## src/rtl/sser_pkg.sv

```systemverilog
package sser_pkg;

    parameter int unsigned SER_W = 8;

    typedef enum logic {
        MODE_RX = 1'b0,
        MODE_TX = 1'b1
    } ser_mode_e;

    typedef enum logic {
        SEL_DATA = 1'b0,
        SEL_CTRL = 1'b1
    } reg_sel_e;

    typedef struct packed {
        logic      pend;
        logic      irq;
        ser_mode_e mode;
    } ser_status_t;

    function automatic logic [7:0] pack_status(ser_status_t s);
        return {5'b0, s};
    endfunction

endpackage

```

## src/rtl/sser_sync.sv

```systemverilog
module sser_sync #(
    parameter int unsigned WIDTH = 2,
    parameter int unsigned STAGES = 2,
    parameter logic [WIDTH-1:0] RST_VAL = '1
) (
    input  logic             clk,
    input  logic             rst,
    input  logic [WIDTH-1:0] d_in,
    output logic [WIDTH-1:0] d_out
);
    logic [STAGES-1:0][WIDTH-1:0] stg;

    generate
        if (STAGES == 1) begin : g_one
            always_ff @(posedge clk) begin
                if (rst) stg <= RST_VAL;
                else     stg <= d_in;
            end
        end else begin : g_many
            always_ff @(posedge clk) begin
                if (rst) stg <= {STAGES{RST_VAL}};
                else     stg <= {stg[STAGES-2:0], d_in};
            end
        end
    endgenerate

    assign d_out = stg[STAGES-1];
endmodule

```

## src/rtl/sser_rx.sv

```systemverilog
module sser_rx #(
    parameter int unsigned W = 8
) (
    input  logic         clk,
    input  logic         rst,
    input  logic         en,
    input  logic         cnt_s,
    input  logic         sp_s,
    output logic         byte_done,
    output logic [W-1:0] rx_byte
);
    localparam int unsigned CW = $clog2(W);
    localparam logic [CW-1:0] LAST = CW'(W - 1);

    logic          cnt_d;
    logic [W-1:0]  sh;
    logic [CW-1:0] bitcnt;
    logic          rise;

    assign rise      = en & cnt_s & ~cnt_d;
    assign byte_done = rise & (bitcnt == LAST);
    assign rx_byte   = {sh[W-2:0], sp_s};

    always_ff @(posedge clk) begin
        if (rst) begin
            cnt_d  <= 1'b1;
            sh     <= '0;
            bitcnt <= '0;
        end else begin
            cnt_d <= cnt_s;
            if (!en) begin
                bitcnt <= '0;
            end else if (rise) begin
                sh     <= rx_byte;
                bitcnt <= byte_done ? '0 : bitcnt + 1'b1;
            end
        end
    end

    // a completed byte always leaves the bit counter at zero
    assert_rx_wrap_R2: assert property (@(posedge clk) disable iff (rst)
        byte_done |=> (bitcnt == '0));
endmodule

```

## src/rtl/sser_tx.sv

```systemverilog
module sser_tx #(
    parameter int unsigned W = 8
) (
    input  logic         clk,
    input  logic         rst,
    input  logic         en,
    input  logic         uflow,
    input  logic         tmr_cont,
    input  logic         pend,
    input  logic [W-1:0] hold_byte,
    output logic         load,
    output logic         byte_done,
    output logic         clk_out,
    output logic         sp_out
);
    localparam int unsigned CW = $clog2(W);
    localparam logic [CW-1:0] LAST = CW'(W - 1);

    logic          active;
    logic [W-1:0]  sh;
    logic [CW-1:0] bitcnt;
    logic          start, fall_evt, rise_evt;

    assign start     = en & ~active & pend & tmr_cont;
    assign fall_evt  = en & active & uflow & clk_out;
    assign rise_evt  = en & active & uflow & ~clk_out;
    assign byte_done = rise_evt & (bitcnt == LAST);
    assign load      = start | (byte_done & pend);

    always_ff @(posedge clk) begin
        if (rst) begin
            active  <= 1'b0;
            clk_out <= 1'b1;
            sp_out  <= 1'b1;
            sh      <= '0;
            bitcnt  <= '0;
        end else if (!en) begin
            active  <= 1'b0;
            clk_out <= 1'b1;
            bitcnt  <= '0;
        end else begin
            if (start) begin
                active <= 1'b1;
                sh     <= hold_byte;
                bitcnt <= '0;
            end
            if (fall_evt) begin
                clk_out <= 1'b0;
                sp_out  <= sh[W-1];
                sh      <= {sh[W-2:0], 1'b0};
            end
            if (rise_evt) begin
                clk_out <= 1'b1;
                if (byte_done) begin
                    bitcnt <= '0;
                    if (pend) sh <= hold_byte;
                    else      active <= 1'b0;
                end else begin
                    bitcnt <= bitcnt + 1'b1;
                end
            end
        end
    end

    // every strobe during a byte inverts the shift clock
    assert_clk_toggle_R3: assert property (@(posedge clk) disable iff (rst)
        (en && active && uflow) |=> (clk_out != $past(clk_out)));
    // a transfer only begins with data pending and the timer continuous
    assert_start_gate_R4: assert property (@(posedge clk) disable iff (rst)
        $rose(active) |-> ($past(pend) && $past(tmr_cont)));
    // the data line moves only together with a falling clock
    assert_sp_on_fall_R5: assert property (@(posedge clk) disable iff (rst)
        (sp_out != $past(sp_out)) |-> $fell(clk_out));
    // idle means the clock is parked high
    assert_idle_high_R7: assert property (@(posedge clk) disable iff (rst)
        !active |-> clk_out);
    // outside transmit mode the clock is released
    assert_rx_release_R10: assert property (@(posedge clk) disable iff (rst)
        !en |=> clk_out);
endmodule

```

## src/rtl/sser_port.sv

```systemverilog
module sser_port
    import sser_pkg::*;
(
    input  logic       clk,
    input  logic       rst,
    input  logic       bus_wr,
    input  logic       bus_rd,
    input  logic       bus_addr,
    input  logic [7:0] bus_wdata,
    output logic [7:0] bus_rdata,
    input  logic       tmr_uflow,
    input  logic       tmr_cont,
    input  logic       clk_pad_in,
    input  logic       dat_pad_in,
    output logic       clk_pad_oe,
    output logic       dat_pad_oe,
    output logic       irq
);
    localparam int unsigned SYNC_STAGES = 2;

    ser_mode_e        mode_q;
    logic [SER_W-1:0] hold_q;
    logic             pend_q, irq_q;
    logic             wr_data, wr_ctrl, rd_stat;
    logic [1:0]       pads_s;
    logic             rx_done, tx_done, tx_load, tx_clk, tx_sp, is_tx;
    logic [SER_W-1:0] rx_byte;
    ser_status_t      st;
    logic             unused_wdata_hi;

    assign unused_wdata_hi = ^bus_wdata[7:1];
    assign wr_data = bus_wr & (reg_sel_e'(bus_addr) == SEL_DATA);
    assign wr_ctrl = bus_wr & (reg_sel_e'(bus_addr) == SEL_CTRL);
    assign rd_stat = bus_rd & (reg_sel_e'(bus_addr) == SEL_CTRL);
    assign is_tx   = (mode_q == MODE_TX);

    sser_sync #(.WIDTH(2), .STAGES(SYNC_STAGES), .RST_VAL(2'b11)) u_sync (
        .clk   (clk),
        .rst   (rst),
        .d_in  ({clk_pad_in, dat_pad_in}),
        .d_out (pads_s)
    );

    sser_rx #(.W(SER_W)) u_rx (
        .clk       (clk),
        .rst       (rst),
        .en        (!is_tx),
        .cnt_s     (pads_s[1]),
        .sp_s      (pads_s[0]),
        .byte_done (rx_done),
        .rx_byte   (rx_byte)
    );

    sser_tx #(.W(SER_W)) u_tx (
        .clk       (clk),
        .rst       (rst),
        .en        (is_tx),
        .uflow     (tmr_uflow),
        .tmr_cont  (tmr_cont),
        .pend      (pend_q),
        .hold_byte (hold_q),
        .load      (tx_load),
        .byte_done (tx_done),
        .clk_out   (tx_clk),
        .sp_out    (tx_sp)
    );

    always_ff @(posedge clk) begin
        if (rst) begin
            mode_q <= MODE_RX;
            hold_q <= '0;
            pend_q <= 1'b0;
            irq_q  <= 1'b0;
        end else begin
            if (wr_ctrl) mode_q <= ser_mode_e'(bus_wdata[0]);
            if (wr_data)      hold_q <= bus_wdata;
            else if (rx_done) hold_q <= rx_byte;
            pend_q <= wr_data | (pend_q & ~tx_load);
            irq_q  <= rx_done | tx_done | (irq_q & ~rd_stat);
        end
    end

    assign st.pend = pend_q;
    assign st.irq  = irq_q;
    assign st.mode = mode_q;

    assign bus_rdata  = (reg_sel_e'(bus_addr) == SEL_CTRL) ? pack_status(st) : hold_q;
    assign clk_pad_oe = is_tx & ~tx_clk;
    assign dat_pad_oe = is_tx & ~tx_sp;
    assign irq        = irq_q;

    // a finished receive byte lands in the holding register with an interrupt
    assert_rx_capture_R2: assert property (@(posedge clk) disable iff (rst)
        (rx_done && !wr_data) |=> (hold_q == $past(rx_byte) && irq_q));
    // a finished transmit byte raises the interrupt
    assert_tx_irq_R6: assert property (@(posedge clk) disable iff (rst)
        tx_done |=> irq_q);
    // a status read without a new completion clears the interrupt
    assert_stat_clear_R9: assert property (@(posedge clk) disable iff (rst)
        (rd_stat && !rx_done && !tx_done) |=> !irq_q);
    // a load always consumes the pending byte
    assert_load_clears_R6: assert property (@(posedge clk) disable iff (rst)
        (tx_load && !wr_data) |=> !pend_q);
endmodule

```

## config.mk

```make
export PLATFORM = sky130hd
export DESIGN_NAME = sser_port
export DESIGN_NICKNAME = d
export VERILOG_FILES = /design/src/rtl/sser_pkg.sv /design/src/rtl/sser_sync.sv /design/src/rtl/sser_rx.sv /design/src/rtl/sser_tx.sv /design/src/rtl/sser_port.sv
export SDC_FILE = /design/constraint.sdc
export NUM_CORES = 1
export LEC_CHECK = 0
export BUFFER_PORTS_ARGS = -buffer_cell sky130_fd_sc_hd__buf_2
export CELL_PAD_IN_SITES_DETAIL_PLACEMENT = 1
export CELL_PAD_IN_SITES_GLOBAL_PLACEMENT = 2
export CORE_AREA = 4 4 61 118
export DETAILED_ROUTE_END_ITERATION = 10
export DIE_AREA = 0 0 65 122
export PLACE_DENSITY_LB_ADDON = 0.15
export SETUP_SLACK_MARGIN = 0.1
export SLEW_MARGIN = 25
export SYNTH_ARGS = -nofsm -noshare
export SYNTH_HDL_FRONTEND = slang
export SYNTH_SLANG_ARGS = --single-unit
```

## constraint.sdc

```tcl
create_clock -name clk -period 1.2 [get_ports clk]
set_input_delay 0.12 -clock clk [delete_from_list [all_inputs] [get_ports clk]]
set_output_delay 0.12 -clock clk [all_outputs]
set_load 0.05 [all_outputs]
```

==> out/metrics.sh <==
DIE_X_UM=65
NETS_FINISH=288
CTS_TREE='yes'
ROUTE.FINAL.WIRE_LENGTH_UM=5774
SYNTHESIZED_AREA_DIVIDED_BY_SYNTHESIZED_CELL_COUNT_UM2=8.991
NUMBER_OF_ANTENNA_VIOLATIONS_AT_THE_FIRST_CHECK_IN_GLOBAL_ROUTING=0
GRT.OVERFLOW.TOTAL=0
ROUTE.VIAS.TOTAL=1725
CP.REQUIRED_NS=1.40
POWER.SWITCHING_FRACTION=0.2355
YS_TOP_CELLS_BY_AREA='dfxtp_1 44%, mux2i_1 4.9%, nand2_1 4.7%'
SEQUENTIALPOWERSHARE=0.419
TIMING.SLEW.HEADROOM=0.7912
WL_PER_CELL_UM=16.31
DRC=0
MAXSLEWVIOLCOUNT=0
DRTITER0DRC=36
ANTENNA-DIODE-COUNT=0
HOLD_CLASS='input port to flip-flop'
WORST_SKEW_PAIR.LATE_LATENCY_NS=0.29
FLOORPLAN.ROWS=41
CELLLEAKAGEPOWER_nW=1.129
DRIVE_GT1_FRAC=0.5746
CP_CELL_SEQUENCE='buf_6 > buf_6 > nor3b_4 > a21o_4 > buf_4 > nor2_4 > a211oi_2'
INTERNAL_POWER_mW=2.532
CPLARGESTDELAYFAMILY='buffers and inverters'
NUMBER_OF_NETS_IN_THE_SYNTHESIZED_NETLIST=225
WORST_HOLD_SLACK_NS=0.01515
YOSYSWARNINGCOUNT=0
TIMING.MAX_CAP.VIOLATIONS=0
COMBINATIONAL_SHARE_OF_POWER=0.122
WORST-SLEW-PIN-TRANSITION_NS=0.3099
POSTCTSHOLDBUFS=0
CHIPHEIGHT_UM=122
VIA_COUNT_OF_THE_FIRST_GLOBAL_ROUTING_PASS=1909
GRT_FIRST_PASS_WIRELENGTH_UM=9335
MIN_PERIOD_OVER_PERIOD=1.134
TIMING.CLOCK.SKEW_NS=0.003389
VIOLATIONS='negative setup slack'
FINAL_SETUP_VIOLATIONS=33
NETLIST.AREA_LEADER.SHARE=0.4366
CRIT_FANOUT=12
CRITPATHMAXSTAGEDELAY_NS=0.34
DESIGN.PORTCOUNT=28
MAX_FREQ_GHz=0.7349
START_UTIL=0.2907
POSTSYNTHCELLCOUNT=204
GRT.TOTAL_USAGE=0.1548
FF2FF_SETUP_SLACK_NS=-0.16
CRITICAL-PATH-SLOWEST-CELL='dfxtp_2'
CLOCK_TREE.ROOT_CELL='clkbuf_16'
TIMING.FINAL.HOLD_VIOLATIONS=0
WORST_SLACK_NS=-0.1607
NETLIST.TOP_CELL.BY_AREA='dfxtp_1'
CLKSINKCOUNT=40
POWERDENSITY_mW_PER_MM2=1131
PLACE_HPWL_UM=3949
PATH_COMMON_CELL='buf_6'
WORSTSETUPSTARTPOINTTYPE='flip-flop'
SYN_TO_FINAL_GROWTH_PCT=59.69
STATUS='finished, violations left'
LARGEST_NET_DEGREE_AT_THE_START_OF_GLOBAL_ROUTING=26
GP_ROUTABILITY_CONGESTION=0.7137
CRIT_TYPE='flip-flop to flip-flop'
CRITPATHCAPTURETYPE='flip-flop'
INPUT_OUTPUT_BUFFERS=27
POWER_FRAC_CLOCK=0.460
DIE-AREA_MM2=0.007930
PLACE_WORST_SETUP_SLACK_NS=-0.2212
DETAILEDROUTE.FIRSTPASSITERATIONCOUNT=4
YOSYSSEQAREASHARE=0.4366
VDD_IR_DROP_MAX_uV=1142
SYN_AREA_MM2=0.001834
FLOORPLAN.CORE_AREA_MM2=0.006310
CLOCK_TREE.BUFFER_DEPTH=2
CRITPATHBUFINV=3
ANT_NETS=0
NUMCTSBUFFERS=5
VIASPERCELL=4.873
GRT_SETUP_UNREPAIRED='true'
CTSHTREEMAXLEVEL=2
CP.ARRIVAL_NS=1.56
SYNTH_SEQ_CELLS=40
POST_SYNTH_NUM_CELL_TYPES=39
FIN_CRIT_NS=1.361
CLKTRANSATPATHREGS_NS=0.06
SWITCHING_POWER_mW=0.7800
## path summary, 6_finish.rpt
check,to,depth (start not counted),from
worst min register to register,u_sync.d_out[1],1,u_sync.stg[1]
worst max register to register,hold_q[3],7,is_tx
worst max-delay path,hold_q[3],7,is_tx
worst min-delay path,u_sync.stg[1],2,clk_pad_in
## state kept, by name, summed over array words and instances (netlist names), 2 cells and up
register and count:
hold_q 8, u_rx.bitcnt 3, u_rx.sh 7, u_sync.d_out 2, u_sync.stg 2, u_tx.bitcnt 3, u_tx.sh 8
## power by group through the flow
stage	logic [mW]	clock network [mW]	registers [mW]
floorplan	0.214	0	1.41
global placement	0.305	0	1.41
detailed placement	0.313	0	1.42
CTS	0.378	1.56	1.39
global route	0.433	1.62	1.39
finish	0.402	1.52	1.39
## cell type report
class                      count  area [um2]
tap                           86       107.6
sequential                    40       825.8
timing repair buffer          69       590.6
fill                         705        3381
inverter                       2       7.507
clock buffer                   6       128.9
multi-input combinational    149        1234
clock inverter                 2       35.03
## cell usage after synthesis, drive strengths merged
cell type / instances
nand4b: 1
or2: 5
nand3: 2
dfxtp: 40
inv: 2
o22ai: 7
o21ai: 16
nand2b: 2
o31ai: 1
nand2: 23
a21oi: 12
mux2i: 9
clkbuf: 9
ha: 4
nor3: 11
o221a: 1
a31oi: 2
and4b: 2
nor2b: 9
and3: 8
nor3b: 2
nor2: 14
nand4: 1
a32oi: 1
a21o: 1
and4: 1
nand3b: 1
a22oi: 2
buf: 5
a211oi: 8
mux2: 2
## logic make-up after synthesis
| group | after synthesis | synth area share |
|---|---|---|
| compound gates | 51 | 0.1849 |
| fa+ha+maj | 4 | 0.02729 |
| buf+inv | 16 | 0.04912 |
| flops | 40 | 0.4366 |
| mux | 11 | 0.06139 |
| simple gates | 82 | 0.2408 |
## cells in the final DEF (no fill, tap or decap), types with 8 or more instances in the layout
cell type and count:
buf_6 14, buf_2 17, mux2i_1 9, dfxtp_1 24
dfxtp_2 14, nor2_1 11, nand2_1 17, a211oi_2 8
buf_4 31, o21ai_0 10, and3_1 8
## per-layer routing
layer | routed length [um] | vias to the layer above | GRT usage
met5 | 0 | - | 0
met3 | 109 | 7 | 0.03137
li1 | - | 854 | -
met2 | 3520 | 14 | 0.3040
met4 | 100 | 0 | 0.06358
met1 | 2043 | 850 | 0.1505
## repair_timing
item	4_1_cts	5_1_grt
pin swaps	19	5
resized for setup	69	24
gates cloned	0	1
setup endpoints to repair	43	44
endpoints found under the hold margin	0	0
buffers inserted	10	7
## stage by stage
| step | instance area (um2) | cells | TNS [ns] | total power [mW] | utilization |
|---|---|---|---|---|---|
| finish | 2929 | 354 | -3.116 | 3.312 | 0.4642 |
| global placement | 2326 | 329 | -2.491 | 1.719 | 0.3686 |
| floorplan | 1958 | 204 | -1.124 | 1.621 | - |
| detailed placement | 2326 | 329 | -3.693 | 1.728 | 0.3686 |
| CTS | 2809 | 347 | -3.187 | 3.328 | 0.4452 |
| global route | 2929 | 354 | -5.337 | 3.440 | 0.4642 |
(Power assumes the default switching activity.)
